`config.mk`:
```
export PLATFORM = sky130hd
export DESIGN_NAME = audio_fifo_frz
export DESIGN_NICKNAME = d
export VERILOG_FILES = /design/src/rtl/afz_pkg.sv /design/src/rtl/afz_sync.sv /design/src/rtl/afz_fifo.sv /design/src/rtl/afz_serial.sv /design/src/rtl/audio_fifo_frz.sv
export SDC_FILE = /design/constraint.sdc
export NUM_CORES = 1
export LEC_CHECK = 0
export ABC_AREA = 1
export CAP_MARGIN = 20
export CORE_MARGIN = 5
export CORE_UTILIZATION = 61
export DETAILED_ROUTE_END_ITERATION = 10
export GPL_TIMING_DRIVEN = 0
export HOLD_SLACK_MARGIN = 0.02
export PLACE_DENSITY = 0.8
export SYNTH_ARGS = -nofsm -noshare
export SYNTH_HDL_FRONTEND = slang
export SYNTH_SLANG_ARGS = --single-unit
```
`constraint.sdc`:
```
create_clock -name clk -period 3.43 [get_ports clk]
set_input_delay 0.5145 -clock clk [delete_from_list [all_inputs] [get_ports clk]]
set_output_delay 0.5145 -clock clk [all_outputs]
set_load 0.01 [all_outputs]
```
`src/rtl/afz_pkg.sv`:
```
package afz_pkg;
  localparam int unsigned AFZ_WORD_W  = 16;
  localparam int unsigned AFZ_DEPTH   = 8;
  localparam int unsigned AFZ_HI_LVL  = 6;
  localparam int unsigned AFZ_LO_LVL  = 2;
  localparam int unsigned AFZ_SYNC_N  = 2;

  // fill-state view of one queue
  typedef struct packed {
    logic empty;
    logic full;
    logic hi;
    logic lo;
  } afz_fill_t;
endpackage

```
`src/rtl/afz_sync.sv`:
```
module afz_sync #(
  parameter int unsigned STAGES = 2
) (
  input  logic clk,
  input  logic rst,
  input  logic d,
  output logic q
);
  logic [STAGES-1:0] chain;

  always_ff @(posedge clk) begin
    if (rst) chain <= '0;
    else     chain <= {chain[STAGES-2:0], d};
  end

  assign q = chain[STAGES-1];
endmodule

```
`src/rtl/afz_fifo.sv`:
```
module afz_fifo
  import afz_pkg::*;
#(
  parameter int unsigned W      = 16,
  parameter int unsigned DEPTH  = 8,
  parameter int unsigned HI_LVL = 6,
  parameter int unsigned LO_LVL = 2
) (
  input  logic         clk,
  input  logic         rst,
  input  logic         push,
  input  logic [W-1:0] wdata,
  input  logic         pop,
  output logic [W-1:0] head,
  output afz_fill_t    fill
);
  localparam int unsigned PW = (DEPTH > 1) ? $clog2(DEPTH) : 1;
  localparam int unsigned CW = $clog2(DEPTH + 1);

  logic [W-1:0]  mem [DEPTH];
  logic [PW-1:0] wptr, rptr;
  logic [CW-1:0] cnt, cnt_nxt;
  logic          do_push, do_pop;

  function automatic logic [PW-1:0] ptr_inc(input logic [PW-1:0] p);
    return (p == PW'(DEPTH - 1)) ? '0 : p + 1'b1;
  endfunction

  assign do_push = push && !fill.full;
  assign do_pop  = pop && !fill.empty;
  assign cnt_nxt = cnt + CW'(do_push) - CW'(do_pop);

  // storage without reset so it maps onto RAM
  always_ff @(posedge clk) begin
    if (do_push) mem[wptr] <= wdata;
  end

  always_ff @(posedge clk) begin
    if (rst) begin
      wptr <= '0;
      rptr <= '0;
      cnt  <= '0;
      fill <= '{empty: 1'b1, full: 1'b0, hi: 1'b0, lo: 1'b1};
    end else begin
      if (do_push) wptr <= ptr_inc(wptr);
      if (do_pop)  rptr <= ptr_inc(rptr);
      cnt        <= cnt_nxt;
      fill.empty <= (cnt_nxt == '0);
      fill.full  <= (cnt_nxt == CW'(DEPTH));
      fill.hi    <= (cnt_nxt >= CW'(HI_LVL));
      fill.lo    <= (cnt_nxt <= CW'(LO_LVL));
    end
  end

  assign head = mem[rptr];


  fifo_cap_chk: assert property (@(posedge clk) disable iff (rst)
    cnt <= CW'(DEPTH));


  full_stays_chk: assert property (@(posedge clk) disable iff (rst)
    fill.full && push && !pop |=> fill.full && $stable(wptr));
endmodule

```
`src/rtl/afz_serial.sv`:
```
module afz_serial #(
  parameter int unsigned W = 16
) (
  input  logic         clk,
  input  logic         rst,
  input  logic         bit_en,
  input  logic         sdin,
  input  logic         hold,
  input  logic [W-1:0] load_word,
  output logic         word_done,
  output logic [W-1:0] rx_word,
  output logic         sdout
);
  localparam int unsigned BW = $clog2(W);

  logic [BW-1:0] bit_cnt;
  logic [W-1:0]  rsr, tsr;

  assign word_done = bit_en && (bit_cnt == BW'(W - 1));
  assign rx_word   = {rsr[W-2:0], sdin};
  assign sdout     = tsr[W-1];

  always_ff @(posedge clk) begin
    if (rst) begin
      bit_cnt <= '0;
      rsr     <= '0;
      tsr     <= '0;
    end else if (bit_en) begin
      bit_cnt <= word_done ? '0 : bit_cnt + 1'b1;
      rsr     <= rx_word;
      if (word_done && !hold) tsr <= load_word;
      else                    tsr <= {tsr[W-2:0], 1'b0};
    end
  end
endmodule

```
`src/rtl/audio_fifo_frz.sv`:
```
module audio_fifo_frz
  import afz_pkg::*;
#(
  parameter int unsigned WORD_W = AFZ_WORD_W,
  parameter int unsigned DEPTH  = AFZ_DEPTH,
  parameter int unsigned HI_LVL = AFZ_HI_LVL,
  parameter int unsigned LO_LVL = AFZ_LO_LVL,
  parameter int unsigned SYNC_N = AFZ_SYNC_N
) (
  input  logic              clk,
  input  logic              rst,
  input  logic              frz_in,
  output logic              frozen,
  input  logic              bit_en,
  input  logic              sdin,
  output logic              sdout,
  input  logic              rx_rd,
  output logic [WORD_W-1:0] rx_rdata,
  input  logic              tx_wr,
  input  logic [WORD_W-1:0] tx_wdata,
  input  logic              ovr_clr,
  input  logic              und_clr,
  output logic              rx_ovr,
  output logic              rx_empty,
  output logic              rx_full,
  output logic              rx_afull,
  output logic              tx_und,
  output logic              tx_full,
  output logic              tx_empty,
  output logic              tx_aempty
);
  logic              frz_q;
  logic              word_done;
  logic [WORD_W-1:0] rx_word, rx_head, tx_head, tx_load;
  afz_fill_t         rx_fill, tx_fill;

  afz_sync #(.STAGES(SYNC_N)) u_sync (
    .clk(clk), .rst(rst), .d(frz_in), .q(frz_q)
  );

  afz_serial #(.W(WORD_W)) u_serial (
    .clk(clk), .rst(rst), .bit_en(bit_en), .sdin(sdin), .hold(frz_q),
    .load_word(tx_load), .word_done(word_done), .rx_word(rx_word),
    .sdout(sdout)
  );

  afz_fifo #(.W(WORD_W), .DEPTH(DEPTH), .HI_LVL(HI_LVL), .LO_LVL(LO_LVL)) u_rxq (
    .clk(clk), .rst(rst),
    .push(word_done && !frz_q), .wdata(rx_word),
    .pop(rx_rd && !frz_q), .head(rx_head), .fill(rx_fill)
  );

  afz_fifo #(.W(WORD_W), .DEPTH(DEPTH), .HI_LVL(HI_LVL), .LO_LVL(LO_LVL)) u_txq (
    .clk(clk), .rst(rst),
    .push(tx_wr && !frz_q), .wdata(tx_wdata),
    .pop(word_done && !frz_q), .head(tx_head), .fill(tx_fill)
  );

  assign tx_load  = tx_fill.empty ? '0 : tx_head;
  assign rx_rdata = rx_fill.empty ? '0 : rx_head;

  // sticky error flags, frozen together with the queues
  always_ff @(posedge clk) begin
    if (rst) begin
      rx_ovr <= 1'b0;
      tx_und <= 1'b0;
    end else if (!frz_q) begin
      if (word_done && rx_fill.full) rx_ovr <= 1'b1;
      else if (ovr_clr)              rx_ovr <= 1'b0;
      if (word_done && tx_fill.empty) tx_und <= 1'b1;
      else if (und_clr)               tx_und <= 1'b0;
    end
  end

  assign frozen    = frz_q;
  assign rx_empty  = rx_fill.empty;
  assign rx_full   = rx_fill.full;
  assign rx_afull  = rx_fill.hi;
  assign tx_full   = tx_fill.full;
  assign tx_empty  = tx_fill.empty;
  assign tx_aempty = tx_fill.lo;


  rx_hold_chk: assert property (@(posedge clk) disable iff (rst)
    frz_q |=> $stable({rx_ovr, rx_empty, rx_full, rx_afull}));


  tx_hold_chk: assert property (@(posedge clk) disable iff (rst)
    frz_q |=> $stable({tx_und, tx_empty, tx_full, tx_aempty}));


  ovr_sticky_chk: assert property (@(posedge clk) disable iff (rst)
    rx_ovr && !ovr_clr |=> rx_ovr);


  und_sticky_chk: assert property (@(posedge clk) disable iff (rst)
    tx_und && !und_clr |=> tx_und);


  und_zero_chk: assert property (@(posedge clk) disable iff (rst)
    word_done && !frz_q && tx_empty |=> !sdout && tx_und);
endmodule

```
After elaboration in Yosys (flattened, before gate mapping)

Memories as Yosys holds them, arrays and structs flattened. A register that Yosys moved wholly into a read port is not among the register bits.
Index checks and enable logic that the tools add are counted.

Bits in latches: 0
Logic and storage cells: 80
Input bits: 25
Register bits after elaboration: 65
Memory bits (read-only): 0
Memories: 2
Memory bits (writable): 256
Output and inout port bits: 26

Memories:

| name      | words | bits a word | rd ports | clocked after Yosys merged registers in | wr ports | RTL line       | source |
|---|---|---|---|---|---|---|---|
| u_rxq.mem | 8     | 16          | 1        | 1                                       | 1        | afz_fifo.sv:20 | `logic [W-1:0] mem [DEPTH];` |
| u_txq.mem | 8     | 16          | 1        | 1                                       | 1        | afz_fifo.sv:20 |  |

Multiply operators: 0
Multiplexer cells: 20
Equality and inequality tests: 7
Shifts and indexed selects: 0
Bitwise gates (word level): 1
$add $sub $neg: 9
Order comparisons: 2
Reduce and logical (&&, ||, !) cells: 21
Div/mod/pow operators: 0

Operators by type and width:

| operator            | count |
|---|---|
| $mux 16             | 3 |
| $mux 3              | 8 |
| $add 3x1->3 const B | 4 |
| $eq 3x3->1 const B  | 4 |
| $eq 4x4->1 const B  | 3 |
| $logic_and 1x1->1   | 10 |
| $add 4x1->4         | 2 |
| $logic_not 4->1     | 2 |
| $mux 1              | 8 |
| $sub 4x1->4         | 2 |
| $logic_not 1->1     | 5 |
| $add 4x1->4 const B | 1 |
| $ge 4x3->1 const B  | 1 |
| $le 4x2->1 const B  | 1 |
| $mux 4              | 1 |
| $reduce_and 2->1    | 2 |
| $reduce_bool 2->1   | 2 |
| $not 1->1           | 1 |

Longest topological paths before layout

Depth after elaboration: 7
Mapped depth: 15

Cells and area by module

From an unflattened synthesis, not the netlist that was laid out.

Cell total of the unflattened synthesis: 1312
Area total of the unflattened synthesis: 13745.7 sq um

Modules (own cells, without submodules):

| module           | area each (sq um) | cells an instance | times used | seq. area each (sq um) |
|---|---|---|---|---|
| afz_fifo (u_rxq) | 5909.4            | 528               | 1          | 4184.0 |
| afz_fifo (u_txq) | 5778.0            | 468               | 1          | 4184.0 |
| afz_serial       | 1532.7            | 225               | 1          | 700.7 |
| audio_fifo_frz   | 470.5             | 85                | 1          | 40.0 |
| afz_sync         | 55.1              | 6                 | 1          | 40.0 |

Worst setup path before layout

No wires, ideal clock.

Kind: input -> register
From: input port bit_en
To: memory u_rxq.mem[1][0] (enable)
Data required time: 3021 ps
Stages on the path: 7
Arrival time: 2372 ps
Buffers on the path: 1
Slack: 648 ps
Cells stage by stage: buf_4 -> nand2_4 -> nor2_4 -> nand3_4 -> nor2_4 -> nand2_1 -> nor3_1

Word-level cells in the longest chain between the ends: 5

Ends and longest elaborated chain:

| element                      | RTL line             | source |
|---|---|---|
| start: declaration           | audio_fifo_frz.sv:14 | `input logic bit_en,` |
| $logic_and 1x1->1            | afz_serial.sv:19     | `assign word_done = bit_en && (bit_cnt == BW'(W - 1));` |
| $logic_and 1x1->1            | audio_fifo_frz.sv:49 | `.push(word_done && !frz_q), .wdata(rx_word),` |
| $logic_and 1x1->1            | afz_fifo.sv:29       | `assign do_push = push && !fill.full;` |
| $mux 1                       | afz_fifo.sv:35       | `if (do_push) mem[wptr] <= wdata;` |
| $mux 1 (implied by the code) | afz_fifo.sv:35       |  |
| end: declaration             | afz_fifo.sv:20       |  |

Every way passes these cells.

==> impl_metrics.env <==
export IMPL_powerDensity_nw_per_um2=609.7
export IMPL_synth_cells=1264
export IMPL_rrSetupSlack_ps=500
export IMPL_tns_ps=0
export IMPL_cap_violations=0
export IMPL_io_pins=51
export IMPL_path_max_fanout=10
export IMPL_via_per_inst=5.680
export IMPL_required_ps=2920
export IMPL_critPathLaunchType="flop"
export IMPL_rsz0062_at_grt="no"
export IMPL_vias=9446
export IMPL_drive_above_1_share=0.07520
export IMPL_drc=0
export IMPL_yosysWarningCount=0
export IMPL_worstSkewPairLatency_ps=550
export IMPL_crit_type="flop to primary output"
export IMPL_avgSynthCellArea_sq_um=10.54
export IMPL_multi_input_area_sq_um=3458
export IMPL_skew_ps=15.07
export IMPL_final_cells=1663
export IMPL_cts_buffers=31
export IMPL_grt_pass1_vias=9267
export IMPL_period_minus_slack_ps=3277
export IMPL_yosysSeqAreaShare=0.6838
export IMPL_grt_overflow=0
export IMPL_cts_setup_buffers=0
export IMPL_crit_path_end="rx_rdata[8]"
export IMPL_fin_crit_sh=0.9553
export IMPL_root_buffer="clkbuf_16"
export IMPL_worstMarginPinSlew_ps=950.6
export IMPL_status="complete, no violations"
export IMPL_io_buffer_count=49
export IMPL_wl_per_cell_um=18.25
export IMPL_ant_nets=0
export IMPL_area_delta_synth_final_pct=15.71
export IMPL_dp_slack_ps=357.1
export IMPL_hold_violations=0
export IMPL_num_antenna_cells=0
export IMPL_setup_violations=0
export IMPL_synth_nets=1308
export IMPL_r2r_start="u_serial.bit_cnt[0]"
export IMPL_core_area_sq_um=21690
export IMPL_nets=1404
export IMPL_r2r_end="u_txq.fill[0]"
export IMPL_clock_sinks=327
export IMPL_drt_iter0_markers=1189
export IMPL_ir_drop_uv=471.0
export IMPL_die_h_um=157.8
export IMPL_final_util=0.7107
export IMPL_cts_tree="done"
export IMPL_fill_cells=1417
export IMPL_cts_clk_slew_worst_paths_ps=60
export IMPL_grt_pass1_wl_um=47960
export IMPL_synthFlopType="edfxtp_1"
export IMPL_routabilityCongestion=0.8474
export IMPL_numPlacedInstances=1607
export IMPL_synth_edf_count=256
export IMPL_max_freq_mhz=305.2
export IMPL_worstPathArrival_ps=2760
export IMPL_seq_area_sq_um=9109
export IMPL_cts_hold_buffers=0
export IMPL_synth_area_sq_um=13320
export IMPL_dp_hpwl_um=20100
export IMPL_wirelength_um=30350
export IMPL_whs_ps=343.1
export IMPL_dr_pass1_iters=6
export IMPL_dieArea_sq_um=24890
export IMPL_die_x_um=157.8
export IMPL_slew_violations=0
export IMPL_async_reset_ff_frac=0
export IMPL_grt_max_degree=17
export IMPL_rows=54
export IMPL_ys_seq_elements=327
export IMPL_ys_types=26
export IMPL_grt_usage=0.2486
export IMPL_end_kind="primary output"
export IMPL_hold_path_class="input pin to flop"
export IMPL_layout_setup_ws_ps=153.2
export IMPL_ctsLongestPathBuffers=3
export IMPL_p_leak_nw=5.966
export IMPL_h_tree_depth=1
export IMPL_r2r_cells=14
export IMPL_slew_headroom=0.3656
export IMPL_start_util=0.6142
export IMPL_antenna_found_initial=0
## worst min path at each step
stage,startpoint,end,slack [ps],cells after the start
floorplan,u_sync.chain[0],u_sync.chain[1],390,2
global placement,u_sync.chain[0],u_sync.chain[1],390,2
detailed placement,u_sync.chain[0],u_sync.chain[1],400,2
CTS,bit_en,u_serial.bit_cnt[0],320,4
global route,bit_en,u_serial.bit_cnt[0],370,4
finish,bit_en,u_serial.bit_cnt[0],340,4
## report_power, final
group,switching [mW],total [mW],internal (mW)
registers,0.116,4.58,4.46
clock network,1.36,3.35,2.00
logic,0.903,1.46,0.560
## cell usage in the layout (no fill, tap or decap)
cell type        instances
ha_1                    17
clkbuf_1                51
clkdlybuf4s50_1         49
xor2_1                   4
buf_1                    3
o21ai_1                 14
inv_2                    2
buf_8                    8
nand3_1                103
nand3_4                  1
buf_4                    1
nor2_2                  10
xnor2_1                  1
dfxtp_1                 71
buf_6                    8
edfxtp_1               256
clkinv_2                 2
buf_2                   18
clkbuf_8                 4
bufinv_16                2
inv_1                  139
nor2_4                   3
nand2_1                192
clkbuf_16               33
nand2_4                  1
clkbuf_2                 3
nor3_2                   6
or2_2                    2
o211a_1                  1
o21ai_0                142
nor2_1                 187
a21oi_1                 43
nor3_1                   4
fa_1                     2
## per-stage QoR
step | instance area (sq um) | total power, mW
5_1_grt | 15410 | 9.789
4_1_cts | 15410 | 9.401
2_1_floorplan | 13320 | 5.461
3_5_place_dp | 14400 | 6.085
6_report | 15410 | 9.397
3_3_place_gp | 14160 | 6.003
## kinds of logic (layout without fill, tap and decap cells)
group	after synthesis	after routing	share of synthesized area
fa+ha+maj	19	19	0.01897
flops	327	327	0.6838
buf+inv	204	323	0.06068
compound gates	200	200	0.07552
simple gates	509	509	0.1577
xor+xnor	5	5	0.003287
## cell type report
| class | instances | share of cell area |
|---|---|---|
| multi-input cells | 733 | 0.2244 |
| inverters | 141 | 0.03434 |
| repair buffers | 63 | 0.04400 |
| clock inverters | 4 | 0.004546 |
| plain buffers | 63 | 0.01826 |
| clock buffers | 52 | 0.06080 |
| well taps | 280 | 0.02273 |
| flip-flops and latches | 327 | 0.5910 |
## synth_stat cells, types with 4 or more instances
library cell	instances	area [sq um]
o21ai_1	14	70.07
xor2_1	4	35.03
o21ai_0	142	710.7
a21oi_1	43	215.2
edfxtp_1	256	7687
nor3_1	10	50.05
nor2_1	197	739.5
dfxtp_1	71	1421
ha_1	17	212.7
clkbuf_1	38	142.6
buf_2	18	90.09
nand3_1	103	515.5
nand2_1	192	720.7
inv_1	139	521.8
## registers in the layout, indices dropped and copies added (netlist names), 4 cells and up, named ones only
register          cells
u_serial.tsr         16
u_rxq.mem           128
u_txq.mem           128
u_serial.rsr         15
u_serial.bit_cnt      4
u_rxq.cnt             4
u_txq.cnt             4
## timing repair
action	4_1_cts	5_1_grt
gates resized for setup	0	4
endpoints found under the hold margin	0	0
endpoints found under the setup margin	0	4
## layer usage
| metal | up-vias | global-route usage | wire length (um) |
|---|---|---|---|
| met5 | - | 0 | 0 |
| li1 | 4424 | - | - |
| met3 | 75 | 0.04483 | 3079 |
| met1 | 4449 | 0.3499 | 12130 |
| met4 | 0 | 0.07456 | 785 |
| met2 | 498 | 0.4015 | 14360 |
## critical path, stage by stage, from the launching register on
cell and delay, ps:
dfxtp_1 300, buf_2 220, clkbuf_1 430, o21ai_0 160, o21ai_0 200, nor2_1 80, nor2_1 210, clkdlybuf4s50_1 610
Note: power is estimated with default switching activity, not from simulation.
